File: config.mk
export PLATFORM = sky130hd
export DESIGN_NAME = adc_readout_bus
export DESIGN_NICKNAME = d
export VERILOG_FILES = /design/src/rtl/adc_rd_pkg.sv /design/src/rtl/adc_rd_hold.sv /design/src/rtl/adc_rd_seq.sv /design/src/rtl/adc_rd_mux.sv /design/src/rtl/adc_readout_bus.sv
export SDC_FILE = /design/constraint.sdc
export NUM_CORES = 1
export LEC_CHECK = 0
export BUFFER_PORTS_ARGS = -buffer_cell sky130_fd_sc_hd__buf_2
export CORE_MARGIN = 2
export CORE_UTILIZATION = 45
export CTS_CLUSTER_SIZE = 16
export DETAILED_ROUTE_END_ITERATION = 10
export HOLD_SLACK_MARGIN = 0.12
export PLACE_DENSITY = 0.66
export SYNTH_ARGS = -nofsm -noshare
export SYNTH_HDL_FRONTEND = slang
export SYNTH_SLANG_ARGS = --single-unit
File: constraint.sdc
create_clock -name clk -period 3 [get_ports clk]
set_input_delay 0.6 -clock clk [delete_from_list [all_inputs] [get_ports clk]]
set_output_delay 0.6 -clock clk [all_outputs]
set_load 0.005 [all_outputs]
File: src/rtl/adc_rd_pkg.sv
package adc_rd_pkg;

    localparam int MAG_W  = 15;
    localparam int BYTE_W = 8;
    localparam int HI_W   = MAG_W - BYTE_W;

    typedef struct packed {
        logic [MAG_W-1:0] mag;
        logic             pos;
        logic             ovr;
    } conv_result_t;

    typedef enum logic [1:0] {
        SEQ_IDLE   = 2'd0,
        SEQ_HI_POL = 2'd1,
        SEQ_LO     = 2'd2,
        SEQ_HI_OVR = 2'd3
    } seq_state_t;

    typedef enum logic [1:0] {
        PICK_HI_POL = 2'd0,
        PICK_HI_OVR = 2'd1,
        PICK_LO     = 2'd2
    } byte_pick_t;

    function automatic logic [BYTE_W-1:0] form_byte(conv_result_t r, byte_pick_t p);
        logic [BYTE_W-1:0] b;
        case (p)
            PICK_LO:     b = r.mag[BYTE_W-1:0];
            PICK_HI_OVR: b = {r.ovr, r.mag[MAG_W-1:BYTE_W]};
            default:     b = {r.pos, r.mag[MAG_W-1:BYTE_W]};
        endcase
        return b;
    endfunction

endpackage

File: src/rtl/adc_rd_hold.sv
module adc_rd_hold
    import adc_rd_pkg::*;
(
    input  logic         clk,
    input  logic         rst,
    input  logic         busy,
    input  conv_result_t res_in,
    input  logic         bus_on,
    output logic         busy_fall,
    output conv_result_t hold
);

    logic         busy_q;
    logic         pend;
    conv_result_t stage;

    assign busy_fall = busy_q & ~busy;

    always_ff @(posedge clk) begin
        if (rst) begin
            busy_q <= 1'b0;
            pend   <= 1'b0;
            stage  <= '0;
            hold   <= '0;
        end else begin
            busy_q <= busy;
            if (busy_fall) begin
                stage <= res_in;
                pend  <= 1'b1;
            end else if (pend && !bus_on) begin
                hold <= stage;
                pend <= 1'b0;
            end
        end
    end


    hold_stable_chk: assert property (@(posedge clk) disable iff (rst)
        (bus_on && $past(bus_on)) |-> $stable(hold));


    stage_capture_chk: assert property (@(posedge clk) disable iff (rst)
        busy_fall |=> (stage == $past(res_in)));

endmodule

File: src/rtl/adc_rd_seq.sv
module adc_rd_seq
    import adc_rd_pkg::*;
#(
    parameter int WIN_HALF = 887
) (
    input  logic       clk,
    input  logic       rst,
    input  logic       busy_fall,
    input  logic       ce_n,
    input  logic       rd_n,
    output seq_state_t state,
    output logic       done,
    output logic       timeout
);

    localparam int TMR_W = $clog2(WIN_HALF + 2);
    localparam logic [TMR_W-1:0] WIN_L  = TMR_W'(WIN_HALF);
    localparam logic [TMR_W-1:0] STEP_L = TMR_W'(2);

    logic [TMR_W-1:0] tmr;
    logic             rd_act_q;
    logic             rd_rise;

    assign rd_rise = rd_act_q & rd_n & ~ce_n;

    always_ff @(posedge clk) begin
        if (rst) begin
            rd_act_q <= 1'b0;
            state    <= SEQ_IDLE;
            tmr      <= '0;
            done     <= 1'b0;
            timeout  <= 1'b0;
        end else begin
            rd_act_q <= ~ce_n & ~rd_n;
            done     <= 1'b0;
            if (busy_fall) begin
                state   <= SEQ_HI_POL;
                tmr     <= '0;
                timeout <= 1'b0;
            end else if (state != SEQ_IDLE) begin
                if (tmr >= WIN_L) begin
                    state   <= SEQ_IDLE;
                    timeout <= 1'b1;
                end else begin
                    tmr <= tmr + STEP_L;
                    if (rd_rise) begin
                        case (state)
                            SEQ_HI_POL: state <= SEQ_LO;
                            SEQ_LO:     state <= SEQ_HI_OVR;
                            default: begin
                                state <= SEQ_IDLE;
                                done  <= 1'b1;
                            end
                        endcase
                    end
                end
            end
        end
    end


    tmr_bound_chk: assert property (@(posedge clk) disable iff (rst)
        tmr <= WIN_L + TMR_W'(1));


    done_after_last_chk: assert property (@(posedge clk) disable iff (rst)
        done |-> (state == SEQ_IDLE && $past(state) == SEQ_HI_OVR));


    done_vs_timeout_chk: assert property (@(posedge clk) disable iff (rst)
        !(done && timeout));

endmodule

File: src/rtl/adc_rd_mux.sv
module adc_rd_mux
    import adc_rd_pkg::*;
(
    input  logic              ce_n,
    input  logic              rd_n,
    input  logic              cont_mode,
    input  logic              byte_lo,
    input  logic              sel_ovr,
    input  seq_state_t        state,
    input  conv_result_t      hold,
    output logic [BYTE_W-1:0] data_out,
    output logic              data_oe
);

    byte_pick_t pick;

    always_comb begin
        if (cont_mode) begin
            case (state)
                SEQ_LO:     pick = PICK_LO;
                SEQ_HI_OVR: pick = PICK_HI_OVR;
                default:    pick = PICK_HI_POL;
            endcase
        end else if (byte_lo) begin
            pick = PICK_LO;
        end else if (sel_ovr) begin
            pick = PICK_HI_OVR;
        end else begin
            pick = PICK_HI_POL;
        end
    end

    assign data_oe  = ~ce_n & ~rd_n;
    assign data_out = data_oe ? form_byte(hold, pick) : '0;

endmodule

File: src/rtl/adc_readout_bus.sv
module adc_readout_bus
    import adc_rd_pkg::*;
#(
    parameter int WIN_HALF = 887
) (
    input  logic              clk,
    input  logic              rst,
    input  logic              busy,
    input  logic [MAG_W-1:0]  res_mag,
    input  logic              res_pos,
    input  logic              res_ovr,
    input  logic              ce_n,
    input  logic              rd_n,
    input  logic              cont_mode,
    input  logic              byte_lo,
    input  logic              sel_ovr,
    output logic [BYTE_W-1:0] data_out,
    output logic              data_oe,
    output logic              xfer_done,
    output logic              win_timeout
);

    conv_result_t res_in;
    conv_result_t hold;
    seq_state_t   state;
    logic         busy_fall;

    assign res_in = '{mag: res_mag, pos: res_pos, ovr: res_ovr};

    adc_rd_hold u_hold (
        .clk       (clk),
        .rst       (rst),
        .busy      (busy),
        .res_in    (res_in),
        .bus_on    (data_oe),
        .busy_fall (busy_fall),
        .hold      (hold)
    );

    adc_rd_seq #(.WIN_HALF(WIN_HALF)) u_seq (
        .clk       (clk),
        .rst       (rst),
        .busy_fall (busy_fall),
        .ce_n      (ce_n),
        .rd_n      (rd_n),
        .state     (state),
        .done      (xfer_done),
        .timeout   (win_timeout)
    );

    adc_rd_mux u_mux (
        .ce_n      (ce_n),
        .rd_n      (rd_n),
        .cont_mode (cont_mode),
        .byte_lo   (byte_lo),
        .sel_ovr   (sel_ovr),
        .state     (state),
        .hold      (hold),
        .data_out  (data_out),
        .data_oe   (data_oe)
    );


    bus_gate_chk: assert property (@(posedge clk) disable iff (rst)
        (ce_n || rd_n) |-> (!data_oe && data_out == '0));

endmodule

Word level (Yosys, flattened, before mapping)
Index checks and enable logic that the tools add are counted.
{"block": "totals", "register_bits": 51, "inputBits": 25, "out_inout_bits": 11}
{"block": "classes", "n_bitwise": 11, "magnitude_cmp": 1, "eq_ne": 5, "mux": 14, "n_reduce_logical": 15, "addsub": 1}
{"op": "case mux 8 bit (2 select lines)", "count": 1}
{"op": "adder 10 x 2 -> 10 bit, second input constant", "count": 1}
{"op": ">= comparator 10 bit, second input constant", "count": 1}
{"op": "AND reduction 2 bit", "count": 5}
{"op": "two-way mux 2 bit", "count": 4}
{"op": "two-way mux 8 bit", "count": 1}
{"op": "case mux 2 bit (2 select lines)", "count": 2}
{"op": "nonzero test 2 bit", "count": 4}
{"op": "NOT 1 bit", "count": 7}
{"op": "equality test 2 bit, second input constant", "count": 3}
{"op": "two-way mux 1 bit", "count": 6}
{"op": "OR reduction 5 bit", "count": 1}
{"op": "AND 1 bit", "count": 4}
{"op": "equality test 2 x 1 -> 1 bit, second input constant", "count": 2}
{"op": "OR reduction 2 bit", "count": 2}
{"op": "nonzero test 3 bit", "count": 1}
{"op": "logical AND 1 bit", "count": 1}
{"op": "zero test 1 bit", "count": 1}

Logic depth before layout (Yosys ltp)
{"block": "logic_depth", "word_depth": 6, "mapped_depth": 9}

By module
Synthesis repeated with hierarchy kept, for this count alone.
{"block": "unflattened", "cells_unflattened": 272, "area_unflattened_um2": 2428.6}
{"mod": "adc_rd_hold", "n_inst": 1, "cells_each": 154, "area_each_um2": 1440.1, "seq_area_each_um2": 720.7}
{"mod": "adc_rd_seq", "n_inst": 1, "cells_each": 79, "area_each_um2": 730.7, "seq_area_each_um2": 280.3}
{"mod": "adc_rd_mux", "n_inst": 1, "cells_each": 39, "area_each_um2": 257.7, "seq_area_each_um2": 0.0}

Least setup slack after synthesis
No wires, ideal clock.
{"block": "synth_path", "path_type": "in2out", "from": "input cont_mode", "to": "output data_out[0]", "t_required_ns": 2.400, "slack_ns": 0.588, "path_buffers": 1, "path_stages": 6, "t_arrival_ns": 1.812, "path_cell_list": "mux2_2 > ha_1 > or2_0 > clkbuf_1 > a22oi_1 > nor2_1"}
{"block": "synth_via", "elab_chain_cells": 4}
{"item": "start, declared", "line": "adc_readout_bus.sv:14", "source": "input logic cont_mode,"}
{"item": "two-way mux 2 bit (*)", "line": "adc_rd_mux.sv:18", "source": "if (cont_mode) begin"}
{"item": "equality test 2 x 1 -> 1 bit / equality test 2 bit (equally long branches)", "line": "adc_rd_pkg.sv:28", "source": "case (p)"}
{"item": "case mux 8 bit (2 select lines) (*)", "line": "adc_rd_pkg.sv:28"}
{"item": "two-way mux 8 bit (*)", "line": "adc_rd_mux.sv:34", "source": "assign data_out = data_oe ? form_byte(hold, pick) : '0;"}
{"item": "end, declared", "line": "adc_readout_bus.sv:17", "source": "output logic [BYTE_W-1:0] data_out,"}
Mark *: on every way between the ends. The rest lies on a longest branch, timed or not.

Worst setup path after layout
{"block": "layout_path", "from": "register u_seq.state[0]", "to": "output data_out[4]"}
{"block": "layout_via", "elab_chain_cells": 6}
{"item": "start, declared", "line": "adc_rd_seq.sv:11", "source": "output seq_state_t state,"}
{"item": "start signal, assigned", "line": "adc_rd_seq.sv:29", "source": "state <= SEQ_IDLE;"}
{"item": "start signal, assigned", "line": "adc_rd_seq.sv:37", "source": "state <= SEQ_HI_POL;"}
{"item": "start signal, assigned", "line": "adc_rd_seq.sv:42", "source": "state <= SEQ_IDLE;"}
{"item": "equality test 2 bit", "line": "adc_rd_mux.sv:19", "source": "case (state)"}
{"item": "case mux 2 bit (2 select lines) (*)", "line": "adc_rd_mux.sv:19"}
{"item": "two-way mux 2 bit (*)", "line": "adc_rd_mux.sv:18"}
{"item": "equality test 2 x 1 -> 1 bit / equality test 2 bit (equally long branches)", "line": "adc_rd_pkg.sv:28"}
{"item": "case mux 8 bit (2 select lines) (*)", "line": "adc_rd_pkg.sv:28"}
{"item": "two-way mux 8 bit (*)", "line": "adc_rd_mux.sv:34"}
Marks and branches as above.

==> flow_summary.json <==
{
  "status": "completed",
  "place_congestion": 0.791,
  "htree_levels": 2,
  "dp_hpwl_um": 3550,
  "synth.net_count": 271,
  "grt_start_max_net_pins": 28,
  "die_area_sq_um": 5640,
  "utilization": 0.537,
  "cap_violations": 0,
  "post-cts-setup-buffers": 0,
  "synthMuxAreaShare": 0.0314,
  "pin_count": 36,
  "drt-initial-drc-count": 147,
  "viasPerCell": 5.65,
  "clock_skew_ns": 0.00743,
  "core_area_sq_um": 4790,
  "crit_required_ns": 2.40,
  "crit_start": "u_seq.state[0]",
  "synth_common_cells": "dfxtp_1, a21oi_1, o31ai_1",
  "reg2reg_from": "u_seq.state[1]",
  "path_delay_family": "adder cells",
  "critPathSlowestCell": "dfxtp_1",
  "p_clk_frac": 0.328,
  "r2r.worst_path.cells": 5,
  "yosys.area_share.simple": 0.177,
  "critPathMaxStageDelay_ns": 0.36,
  "synth_top_family_by_area": "compound AO/OA/AOI/OAI gates",
  "p_leak_nw": 0.949,
  "yosysTopAreaCellShare": 0.440,
  "async_reset_ff_frac": 0,
  "die_h_um": 75.1,
  "cp.depth": 8,
  "start_util": 0.475,
  "path_max_fanout": 7,
  "drc": 0,
  "cts_resized": 0,
  "slew-limit-headroom": 0.557,
  "endpoint": "data_out[4]",
  "die_x_um": 75.1,
  "track_usage": 0.195,
  "dr_wl_met2_um": 2120,
  "yosysWarnings": 0,
  "cts_buffers": 5,
  "drive_gt1_frac": 0.217,
  "p_per_area_nw_per_um2": 452,
  "p_comb_frac": 0.082,
  "fin_nets": 297,
  "syn_area_sq_um": 2270,
  "cts.clk_slew.worst_paths_ns": 0.09,
  "p_sw_uw": 285,
  "worstSetupStartpointType": "flip-flop",
  "top_layer": "met4",
  "clk_latency_ns": 0.30,
  "port_buffers": 35,
  "setup_violations": 0,
  "cp-end-kind": "output pin",
  "finalSetupTns_ns": 0,
  "max-vdd-ir-drop_v": 0.000387,
  "rsz0062_at_grt": "false",
  "synth-adder-area-share": 0.0330,
  "n_antenna_cell": 0,
  "vias": 1887,
  "met3_length_um": 201,
  "grt_pass1_wl_um": 8300,
  "wire_per_inst_um": 15.0,
  "max_freq_mhz": 357,
  "synth_compound_area_frac": 0.264,
  "period_minus_slack_ns": 2.80,
  "syn_area_per_cell_sq_um": 9.47,
  "syn_inst": 240,
  "max_slew.worst_pin.slew_ns": 0.663,
  "switching_share": 0.245,
  "hold_class": "flip-flop to flip-flop",
  "synth.area.top_cells": "dfxtp_1, o31ai_1, a22o_1",
  "ys_ff_latch": 50,
  "cp_cell_sequence": "inv_1, ha_1, mux2_2, ha_1, or2_4, a22oi_1, nor2_1, buf_2",
  "worstSetupPathType": "flip-flop to output pin",
  "cts_sinks": 50,
  "grt_pass1_vias": 1689,
  "firstDrtPassIters": 4,
  "synth_flop_cell": "dfxtp_1",
  "power_frac_seq": 0.590,
  "synth_most_common_cell": "dfxtp_1",
  "routed_wl_um": 5020,
  "cts_hold_buf": 0,
  "antenna_found_initial": 0,
  "drt-met1-wl_um": 2670,
  "drtAntennaViolNets": 0,
  "finalHoldViolCount": 0,
  "rows": 25,
  "internal-power_uw": 878,
  "syn_to_final_growth_pct": 13.1,
  "path_buf_inv": 2,
  "cts_tree": "done",
  "yosys.area.top_type": "dfxtp_1",
  "clockBufferDepth": 2,
  "clock-root-buffer": "clkbuf_8",
  "r2r_slack_ns": 1.34,
  "critPathArrivalTime_ns": 2.20,
  "crit_top_cell": "ha_1",
  "grt-ovfl-total": 0,
  "synth_edf_count": 0,
  "ys_seq_area_frac": 0.440,
  "ys_types": 44,
  "synthXorXnorAreaFrac": 0,
  "r2r-end": "u_seq.tmr[7]",
  "fin_crit_sh": 0.933,
  "slew_viol_final": 0
}
[per-stage QoR]
stage / worst slack (ns) / std cells / cell area [sq um] / total power [mW] / hold WS [ns]
after floorplan: 0.588 / 240 / 2270 / 0.760 / 0.442
after global placement: 0.294 / 326 / 2480 / 0.793 / 0.443
after detailed placement: 0.258 / 326 / 2480 / 0.795 / 0.457
after CTS: 0.0601 / 334 / 2570 / 1.18 / 0.472
after global routing: 0.0503 / 334 / 2570 / 1.22 / 0.492
final: 0.201 / 334 / 2570 / 1.16 / 0.467
[registers in the layout (all words and copies together) (netlist names)]
register / count
u_seq.done: 1
u_hold.stage: 17
u_seq.state: 2
u_seq.rd_act_q: 1
u_hold.pend: 1
u_seq.tmr: 9
u_seq.timeout: 1
u_hold.busy_q: 1
u_hold.hold: 17
[cell type report]
| type | instances | area (sq um) |
|---|---|---|
| Fill cell | 458 | 2210 |
| Multi-Input combinational cell | 160 | 1150 |
| Sequential cell | 50 | 1000 |
| Timing Repair Buffer | 41 | 220 |
| Tap cell | 67 | 83.8 |
| Clock buffer | 6 | 72.6 |
| Inverter | 8 | 30.0 |
| Clock inverter | 2 | 13.8 |
[layout by cell type, fill, tap and decap left out, drive strengths merged, types with 4 or more instances in the layout]
cell and count:
clkbuf 6, nand3 9, nor2b 4, buf 41
ha 6, a22o 17, o31ai 20, a21oi 21
a22oi 8, nor2 13, mux2i 6, nand2 5
dfxtp 50, inv 8, nand4 20
[per-layer routing]
| metal | GRT usage | up-vias |
|---|---|---|
| met5 | 0 | - |
| li1 | - | 970 |
| met2 | 0.275 | 44 |
| met4 | 0.0476 | 0 |
| met3 | 0.0549 | 2 |
| met1 | 0.293 | 871 |
[worst min path at each step]
stage | startpoint | to | slack [ns] | depth (start not counted)
after floorplan | u_hold.stage[10] | u_hold.stage[10] | 0.44 | 1
after global placement | u_seq.timeout | u_seq.timeout | 0.44 | 1
after detailed placement | u_hold.stage[8] | u_hold.stage[8] | 0.46 | 1
after CTS | u_hold.stage[7] | u_hold.hold[7] | 0.47 | 2
after global routing | u_hold.stage[7] | u_hold.hold[7] | 0.49 | 2
final | u_hold.stage[7] | u_hold.hold[7] | 0.47 | 2
[power groups by stage]
stage	clock, mW	combinational (mW)	sequential, mW
2_1_floorplan	0	0.0647	0.696
3_3_place_gp	0	0.0924	0.700
3_5_place_dp	0	0.0943	0.701
4_1_cts	0.395	0.0945	0.686
5_1_grt	0.426	0.107	0.688
6_report	0.381	0.0956	0.686
[kinds of logic (layout without fill, tap and decap cells)]
group / after synthesis / in the layout
multiplexers: 7 / 7
buffers and inverters: 30 / 57
AO/OA/AOI/OAI: 78 / 78
adder cells (fa/ha/maj): 6 / 6
AND/OR/NAND/NOR: 69 / 69
flip-flops: 50 / 50
[worst min-delay path, cell delays in order, from the launching register on]
cell,delay (ns)
dfxtp_1,0.32
nand4_1,0.06
a21oi_1,0.05
No activity file was read; power rests on OpenSTA's default activity.
